File: src/rtl/hb_write_seq.sv
module hb_write_seq #(
  parameter int TW = 8,
  parameter int NW = 4,
  parameter int AW = 14
) (
  input  logic          clk,
  input  logic          rst_n,
  input  logic          start,
  input  logic          abort,
  input  logic [TW-1:0] settle_ticks,
  input  logic [TW-1:0] width_ticks,
  input  logic [TW-1:0] gap_ticks,
  input  logic [TW-1:0] gnd_ticks,
  input  logic [NW-1:0] pulse_count,
  input  logic [AW-1:0] amp_in,
  input  logic          pol_in,
  output logic          precharge_en,
  output logic          strobe,
  output logic [AW-1:0] amp_code,
  output logic          polarity,
  output logic          busy,
  output logic          done
);

  typedef enum logic [2:0] {S_IDLE, S_SETTLE, S_PULSE, S_GAP, S_GND} st_t;

  st_t           st;
  logic [TW-1:0] cnt, w_l, g_l, z_l;
  logic [NW-1:0] rem;
  logic [AW-1:0] amp_l;
  logic          pol_l;

  function automatic logic [TW-1:0] last(input logic [TW-1:0] t);
    return (t == '0) ? '0 : t - 1'b1;
  endfunction

  assign busy         = (st != S_IDLE);
  assign precharge_en = (st == S_SETTLE) || (st == S_PULSE) || (st == S_GAP);
  assign strobe       = (st == S_PULSE);
  assign amp_code     = busy ? amp_l : '0;
  assign polarity     = busy & pol_l;

  always_ff @(posedge clk) begin
    if (!rst_n) begin
      st    <= S_IDLE;
      cnt   <= '0;
      rem   <= '0;
      w_l   <= '0;
      g_l   <= '0;
      z_l   <= '0;
      amp_l <= '0;
      pol_l <= 1'b0;
      done  <= 1'b0;
    end else begin
      done <= 1'b0;
      if (abort) begin
        st <= S_IDLE;
      end else if (st == S_IDLE) begin
        if (start) begin
          st    <= S_SETTLE;
          cnt   <= last(settle_ticks);
          w_l   <= width_ticks;
          g_l   <= gap_ticks;
          z_l   <= gnd_ticks;
          rem   <= (pulse_count == '0) ? NW'(1) : pulse_count;
          amp_l <= amp_in;
          pol_l <= pol_in;
        end
      end else if (cnt != '0) begin
        cnt <= cnt - 1'b1;
      end else begin
        unique case (st)
          S_SETTLE, S_GAP: begin
            st  <= S_PULSE;
            cnt <= last(w_l);
          end
          S_PULSE: begin
            if (rem > NW'(1)) begin
              st  <= S_GAP;
              rem <= rem - 1'b1;
              cnt <= last(g_l);
            end else begin
              st  <= S_GND;
              cnt <= last(z_l);
            end
          end
          S_GND: begin
            st   <= S_IDLE;
            done <= 1'b1;
          end
          default: st <= S_IDLE;
        endcase
      end
    end
  end

  p_strobe_has_pre_r2: assert property (@(posedge clk) disable iff (!rst_n)
    strobe |-> precharge_en);

  p_pre_before_strobe_r1: assert property (@(posedge clk) disable iff (!rst_n)
    $rose(strobe) |-> $past(precharge_en));

  p_abort_clears_r6: assert property (@(posedge clk) disable iff (!rst_n)
    abort |=> (!strobe && !precharge_en && !busy && !done));

  p_done_after_ground_r5: assert property (@(posedge clk) disable iff (!rst_n)
    done |-> (!busy && $past(busy) && !$past(precharge_en)));

  p_amp_held_r7: assert property (@(posedge clk) disable iff (!rst_n)
    (busy && $past(busy)) |-> ($stable(amp_code) && $stable(polarity)));

  p_idle_quiet_r7: assert property (@(posedge clk) disable iff (!rst_n)
    !busy |-> (amp_code == '0 && !polarity && !strobe && !precharge_en));

endmodule

File: config.mk
export PLATFORM = sky130hd
export DESIGN_NAME = hb_write_seq
export DESIGN_NICKNAME = d
export VERILOG_FILES = /design/src/rtl/hb_write_seq.sv
export SDC_FILE = /design/constraint.sdc
export NUM_CORES = 1
export LEC_CHECK = 0
export BUFFER_PORTS_ARGS = -buffer_cell sky130_fd_sc_hd__buf_2
export CAP_MARGIN = 40
export CORE_ASPECT_RATIO = 0.7
export CORE_MARGIN = 4
export CORE_UTILIZATION = 30
export DETAILED_ROUTE_END_ITERATION = 16
export SYNTH_ARGS = -nofsm -noshare
export SYNTH_HDL_FRONTEND = slang
export SYNTH_SLANG_ARGS = --single-unit
File: constraint.sdc
create_clock -name clk -period 3.7 [get_ports clk]
set_clock_uncertainty 0.1 [all_clocks]
set_input_delay 0.74 -clock clk [delete_from_list [all_inputs] [get_ports clk]]
set_output_delay 0.74 -clock clk [all_outputs]
set_load 0.1 [all_outputs]
---- After elaboration in Yosys (flattened, before gate mapping) ----
Index checks and enable logic that the tools add are counted.
W data, S select, Z words.
word-level totals
  bits in writable memories ............... 0
  register bits ........................... 55
  memories kept ........................... 0
  output and inout bits ................... 19
  logic and storage cells ................. 67
  memory bits (read-only) ................. 0
  latch bits .............................. 0
  input port bits ......................... 55
cells by class
  div/mod/pow operators ................... 0
  reduce and logical (&&, ||, !) cells .... 20
  shift-type cells ........................ 0
  $mul .................................... 0
  add/sub/neg operators ................... 6
  multiplexer cells ....................... 22
  equality and inequality tests ........... 6
  bitwise logic cells ..................... 3
  order comparisons ....................... 1
operator list
  cell                   number
  $mux W8                8
  $sub A8 B1 Y8 const B  5
  $logic_not A8 Y1       4
  $mux W4                6
  $pmux W8 S2            1
  $mux W14               1
  $mux W3                4
  $reduce_bool A8 Y1     1
  $eq A3 B2 Y1 const B   2
  $pmux W3 S2            1
  $reduce_and A3 Y1      2
  $reduce_and A5 Y1      1
  $gt A4 B1 Y1 const B   1
  $logic_not A4 Y1       1
  $ne A2 B2 Y1 const B   2
  $reduce_bool A2 Y1     2
  $reduce_bool A4 Y1     1
  $reduce_or A2 Y1       2
  $reduce_or A4 Y1       1
  $sub A4 B1 Y4 const B  1
  $eq A3 B1 Y1 const B   1
  $eq A3 B3 Y1 const B   1
  $logic_not A3 Y1       1
  $reduce_bool A3 Y1     1
  5 further kinds        7

---- Logic depth before layout (Yosys ltp) ----
Gate-level depths: netlist of run 1.
  depth after elaboration ................. 6
  gate-level depth with buffers ........... 9
  mapped depth without buffers ............ 8

---- Least setup slack after synthesis of run 1 ----
No wires, ideal clock.
  path type ............................... register -> output
  start point ............................. register st[2]
  end point ............................... output amp_code[10]
  arrival time ............................ 2.511 ns
  setup slack ............................. 0.349 ns
  cell stages (with the launch flop) ...... 6
  path buffers ............................ 2
  required time ........................... 2.860 ns
  cells stage by stage .................... dfxtp_1 -> buf_2 -> nor3_1 -> clkinv_1 -> clkbuf_1 -> and2_1
between the ends
  cells in the longest elaborated chain, start to end .. 2
RTL lines
  element                   RTL line  RTL
  start: declaration        27        st_t st;
  start signal: assignment  45        st <= S_IDLE;
  start signal: assignment  57        st <= S_IDLE;
  start signal: assignment  60        st <= S_SETTLE;
  $reduce_bool A3 Y1        37        assign busy = (st != S_IDLE);
  via busy                  21        output logic busy,
  $mux W14                  40        assign amp_code = busy ? amp_l : '0;
  end: declaration          19        output logic [AW-1:0] amp_code,
The timed path passes the listed nets, and every way through them passes these cells.

---- Worst setup path after layout of run 1 ----
  start point ............................. register st[2]
  end point ............................... output polarity
between the ends
  cells in the longest elaborated chain, start to end .. 2
RTL lines
  element             RTL line  RTL
  $reduce_bool A3 Y1  37
  $and A1 B1 Y1       41        assign polarity = busy & pol_l;
  end: declaration    20        output logic polarity,
Every way passes these cells.

==> impl_results.md, run 1 <==
* Placed insts at 615
* Fin crit share at 0.8375
* CTS tree: done
* Setup TNS at 0 ns
* Status: complete, no violations
* RSZ-0062 raised after global routing: no
* Post-DP HPWL at 6246 um
* Post-synth cell types at 48
* Root Driver: clkbuf_16
* DRC errors left at 0
* Initial antenna violation count at 0
* Max FO, Critical Path at 22
* Max-cap check violation count at 0
* Core Footprint at about 10000 sq um
* Num CTS Buffers at 5
* Yosys warning count at 0
* Routed Antenna Nets at 0
* Post-synth EDFFs at 0
* Layout cells sized above 1 at 0.2057
* Deepest clock path buffer count at 2
* Peak VDD IR at around 0.17 mV
* Starting DRC count in detailed routing at 170
* Die Y-Extent at 95.13 um
* Antenna fix cells at 0
* Synth top area share at 0.3385
* # port buffers at 73
* CP Launch Type: flop
* Mapped Area at 3253 sq um
* Die footprint at around 13000 sq um
* Dpl cell area at 3746 sq um
* Row cnt at 31
* Final instance area at 3920 sq um
* Cell accounting for the most synthesized area: dfxtp_1
* Largest net degree at the start of global routing at 53
* Cells after synthesis at approximately 420
* Routed WL at 8255 um
* Clock Sinks at 55
* Crit path required time at 2.86 ns
* Final min period at 3.099 ns
* Vias per cell at 4.913
* GRT overflow at 0
* Drt pass-1 iters at 4
* Fmax at 322.7 MHz
* Top cells by area, synth: dfxtp_1 (34%), nand2_1 (12%), a21boi_0 (9.5%)
* Worst EP arrival at 2.26 ns
* Total power at 1.563 mW
* Total track usage at 0.1316
* CTS clk-pin slew, worst paths at 0.07 ns
* Routability-driven placement congestion ratio at 0.8607
* Sequential share of the synthesized area at 0.3385
* Post-CTS Setup Repair Bufs at 0
* Critical Setup Path Class: flop to primary output
* Crit. End Element: primary output
* WL met2 at 3500 um
* Syn_area_per_cell at 7.672 sq um
* Finished Layout Cells at 623
* # IOs at 74
* Vias in the first global route at 2932
* # H-tree levels at 2
* Power per cell area at 398.8 nW/um^2
* Top FF cell, synth: dfxtp_1
* Final Max Slew Viols at 0
* Nets at roughly 560
* # setup viols final at 0
* Hold WC Path Type: flop to flop
* Top sig layer: met4
* Fin. Hold Viols at 0
* Die X at 132.5 um
* # resized after CTS at 0
* First-pass GRT wire length at roughly 14000 um
* Measured slew at the worst slew-check pin at 0.7536 ns
* Max-slew headroom at 0.4976
* Starting Density at 0.3106
* Via count at a little over 3000
* Seq cells post-synth at 55
* Wl on met1 at around 4200 um
* Fillers at around 1100
* Number of hold-repair buffers added at the cts stage at 0
* Metal3 WL at 535 um
* Syn-to-layout area delta at 20.50%
* Worst-skew pair later-pin latency at 0.29 ns
* Leakage at 1.627 nW
* Ys async rst share at 0
* Syn nets at around 490
* Routed WL per cell at 13.25 um
[per-stage QoR]
step	setup slack (ns)	util	hold slack (ns)
final	0.6014	0.3743	0.3616
after global routing	0.4135	0.3743	0.3883
after CTS	0.5403	0.3743	0.3651
after detailed placement	0.8670	0.3577	0.3552
after global placement	0.9655	0.3577	0.3494
after floorplan	0.3489	-	0.3388
[worst max-delay path, stage by stage, from the launching register on]
cell	delay [ns]
dfxtp_1	0.39
nor3_1	0.16
buf_4	0.21
clkinv_1	0.51
and2_1	0.39
buf_2	0.29
[area by class of cell]
class / instances / area, sq um / share of cell area
clock inverter: 2 / 35.03 / 0.008937
inverter: 16 / 60.06 / 0.01532
sequential: 55 / 1101 / 0.2809
multi-input combinational: 334 / 2017 / 0.5145
timing repair buffer: 78 / 402.9 / 0.1028
tap: 132 / 165.2 / 0.04213
clock buffer: 6 / 138.9 / 0.03543
[registers in the layout, indices dropped and copies added (netlist names)]
name and flops:
amp_l 14, cnt 8, g_l 8, w_l 8, z_l 8, rem 4, st 3, done 1
pol_l 1
[per-layer routing]
layer,track usage,up-vias
met4,0.02163,0
met3,0.04061,4
met2,0.2105,69
met1,0.1786,1403
li1,-,1585
met5,0,-
[cell usage after synthesis (2+ instances only)]
cell,count
a21boi_0,41
a21boi_1,4
a21oi_1,7
a31oi_1,7
and2_1,15
buf_2,5
clkbuf_1,14
dfxtp_1,55
ha_1,12
inv_1,15
mux2i_1,4
nand2_1,105
nand2b_1,2
nand3_1,3
nand3b_1,2
nor2_1,24
nor2_2,2
nor3_1,12
nor3b_1,5
nor4_1,6
o211ai_1,2
o21ai_0,21
o21ai_1,3
o221ai_1,5
o22ai_1,6
o41ai_1,2
or4_4,2
xnor2_1,15
xor2_1,9
[final timing paths]
kind                                       startpoint               endpoint  slack, ns  cells past startpoint
worst min-delay path            amp_l[0]$_SDFFE_PN0P_  amp_l[0]$_SDFFE_PN0P_       0.36                      2
worst max register to register     st[2]$_SDFFE_PP0P_    cnt[0]$_SDFFE_PN0P_       1.10                      7
worst max-delay path               st[2]$_SDFFE_PP0P_               polarity       0.60                      5
worst min register to register  amp_l[0]$_SDFFE_PN0P_  amp_l[0]$_SDFFE_PN0P_       0.36                      2
[cell families after synthesis]
logic type               after synthesis  share of synthesized area
flip-flops                            55                     0.3385
multiplexers                           5                    0.01577
AND/OR/NAND/NOR                      188                     0.2715
XOR/XNOR                              24                    0.06462
buffers and inverters                 35                    0.04230
adder cells (fa/ha/maj)               12                    0.04615
AO/OA/AOI/OAI                        105                     0.2212
[power by group]
group          leakage, nW  switching, mW  internal (mW)
Sequential           0.450         0.0325          0.623
Combinational         1.09          0.208          0.149
Clock               0.0868          0.214          0.337
[layout by cell type, fill, tap and decap left out, types with 5 or more instances in the layout]
cell	netlist	routed
buf_4	0	5
xnor2_1	15	15
clkbuf_16	0	5
dfxtp_1	55	55
buf_2	5	73
and2_1	15	15
ha_1	12	12
a21boi_0	41	41
nor2_1	24	23
o221ai_1	5	5
a31oi_1	7	7
nor3_1	12	12
xor2_1	9	9
o21ai_0	21	21
nor3b_1	5	5
o22ai_1	6	6
nor4_1	6	6
inv_1	15	15
nand2_1	105	105
a21oi_1	7	7
(Power assumes the default switching activity.)
==> run 2: changes to the inputs <==
==> constraint.sdc (replaced) <==
create_clock -name clk -period 2.7 [get_ports clk]
set_clock_uncertainty 0.1 [all_clocks]
set_input_delay 0.54 -clock clk [delete_from_list [all_inputs] [get_ports clk]]
set_output_delay 0.54 -clock clk [all_outputs]
set_load 0.1 [all_outputs]
==> run 2 against run 1 <==
  * Sequential share of layout area is 0.072 points lower
  * Largest power group unchanged
  * Sequential cell count stayed put
  * Non-clock buffer count is 5 higher
  * Wire length grew 6.3%
==> impl_results.md, run 2 (same netlist as run 1, synthesis figures left out) <==
* Die Y-Extent at 95.13 um (unchanged)
* Placed insts at 620 (+0.81%)
* Fin Hold WS at 0.3582 ns (-0.003348 ns)
* Worst reg2reg path depth at 7 (unchanged)
* Nets at 562 (+0.90%)
* Post-DP HPWL at 6705 um (+7.3%)
* Clock Sinks at 55 (unchanged)
* CTS clk-pin slew, worst paths at 0.07 ns (about the same)
* Critical Setup Path Class: flop to primary output
* Reg2reg end: cnt[6]$_SDFFE_PN0P_
* Final instance area at 3930 sq um (+0.26%)
* Multi-input combinational cell area at 2022 sq um (+0.25%)
* Power per cell area at 520.5 nW/um^2 (+31%)
* Largest net degree at the start of global routing at 40 (-25%)
* Final min period at between 2 and 3 ns
* Max-cap check violation count at 0 (unchanged)
* Finished Layout Cells at 628 (+0.80%)
* Via count at 3045 (-0.52%)
* Deepest clock path buffer count at 2 (unchanged)
* Fin crit share at 0.9432
* # port buffers at 73 (unchanged)
* Final Max Slew Viols at 0 (unchanged)
* Vias per cell at 4.849 (-1.3%)
* Drt pass-1 iters at 4 (unchanged)
* Starting DRC count in detailed routing at 170 (unchanged)
* Worst EP arrival at 1.91 ns (-0.35 ns)
* Crit path required time at 2.06 ns (-0.80 ns)
* Num CTS Buffers at 5 (unchanged)
* Initial antenna violation count at 0 (unchanged)
* Routed Antenna Nets at 0 (unchanged)
* Leakage at 1.633 nW (+0.41%)
* Max-slew headroom at 0.4941 (-0.003556)
* Reg2reg start: st[0]$_SDFFE_PP0P_
* Top reg by flops: amp_l
* Status: complete, no violations
* Layout cells sized above 1 at 0.2117 (+0.005991)
* Core Footprint at 10470 sq um (unchanged)
* Total track usage at 0.1418 (+0.01022)
* Commonest non-fill, non-tap cell in the layout: nand2_1
* Sequential cell area at 1101 sq um (unchanged)
* DRC errors left at 0 (unchanged)
* RSZ-0062 raised after global routing: no
* Fmax at 392.7 MHz
* Die X at 132.5 um (unchanged)
* # H-tree levels at 2 (unchanged)
* Row cnt at 31 (unchanged)
* Syn-to-layout area delta at 20.81%
* Hold EP: amp_l[6]$_SDFFE_PN0P_
* R2R Setup Slk at 0.38 ns (-0.72 ns)
* Core Util, Final at 0.3753 (+0.0009560)
* Hold WC Path Type: flop to flop
* Routability-driven placement congestion ratio at 0.8696 (+1.0%)
* Routed WL at 8771 um (+6.3%)
* Crit. End Element: primary output
* # resized after CTS at 0 (unchanged)
* Fin. Hold Viols at 0 (unchanged)
* Peak VDD IR at 0.2345 mV (+37%)
* # setup viols final at 0 (unchanged)
* Starting Density at 0.3106 (unchanged)
* Worst-skew pair later-pin latency at 0.30 ns (about the same)
* CP Launch Type: flop
* Root Driver: clkbuf_16
* Hold wc startpoint: amp_l[6]$_SDFFE_PN0P_
* Antenna fix cells at 0 (unchanged)
* Fillers at 1135 (+4.3%)
* Cells on Worst Hold Path at 2 (unchanged)
* Die footprint at 12600 sq um (unchanged)
* Dpl cell area at 3789 sq um (+1.1%)
* Vias in the first global route at 2987 (+1.9%)
* Max FO, Critical Path at 10 (-55%)
* GRT overflow at 0 (unchanged)
* Routed WL per cell at 13.97 um (+5.4%)
* Setup TNS at 0 ns (unchanged)
* First-pass GRT wire length at 14660 um (+6.8%)
* Post-CTS Setup Repair Bufs at 0 (unchanged)
* Measured slew at the worst slew-check pin at 0.7589 ns (+0.005334 ns)
* Most frequent cells in the layout: nand2_1 (105), buf_2 (73), dfxtp_1 (55), a21boi_0 (41), nor2_1 (23)
* # IOs at 74 (unchanged)
* Number of hold-repair buffers added at the cts stage at 0 (unchanged)
* CTS tree: done
* Largest register FFs at 14 (unchanged)
run 2: changes by cell type in the layout (fill, tap and decap cells not counted), sizes merged:
| cell | change |
|---|---|
| clkinvlp | +1 |
| bufinv | -1 |
| buf | +5 |
run 2: worst max-delay path, cell delays in order (launching register included):
cell and delay, ns:
dfxtp_1 0.36, nor3_1 0.27, clkinv_1 0.28, buf_4 0.25, and2_1 0.16, buf_2 0.29
run 2: report_power, final:
group          leakage [nW]  internal (mW)  switching [mW]
Combinational          1.12          0.211           0.295
Sequential            0.450          0.854          0.0450
Clock                0.0669          0.343           0.297
Total                  1.63           1.41           0.637
run 2: routing by layer:
layer,share of wire,up-vias,global-route usage
met4,0.0064,0,0.03114
met3,0.056,5,0.02901
met2,0.42,66,0.2190
met1,0.51,1384,0.2045
li1,-,1590,-
met5,0,-,0
run 2: cell type report:
type,count,area share
multi-input combinational,334,0.5145
sequential,55,0.2802
timing repair buffer,83,0.1121
tap,132,0.04202
clock buffer,6,0.03279
inverter,16,0.01528
clock inverter,2,0.003184
run 2: how the worst max path moves through the flow:
| stage | start | endpoint | slack [ns] | cells after the start |
|---|---|---|---|---|
| 2_1_floorplan | st[2]$_SDFFE_PP0P_ | amp_code[10] | 0.04 | 5 |
| 6_report | st[0]$_SDFFE_PP0P_ | amp_code[0] | 0.15 | 5 |
| 3_5_place_dp | st[0]$_SDFFE_PP0P_ | cnt[6]$_SDFFE_PN0P_ | 0.43 | 7 |
| 3_3_place_gp | st[0]$_SDFFE_PP0P_ | cnt[6]$_SDFFE_PN0P_ | 0.48 | 7 |
| 5_1_grt | st[0]$_SDFFE_PP0P_ | amp_code[4] | 0.09 | 5 |
| 4_1_cts | st[0]$_SDFFE_PP0P_ | amp_code[0] | 0.15 | 5 |
run 2: stage by stage:
step | setup WS, ns | power [mW]
2_1_floorplan | 0.04013 | 1.263
3_3_place_gp | 0.4769 | 1.416
3_5_place_dp | 0.4324 | 1.420
4_1_cts | 0.1525 | 2.073
5_1_grt | 0.09276 | 2.164
6_report | 0.1533 | 2.046
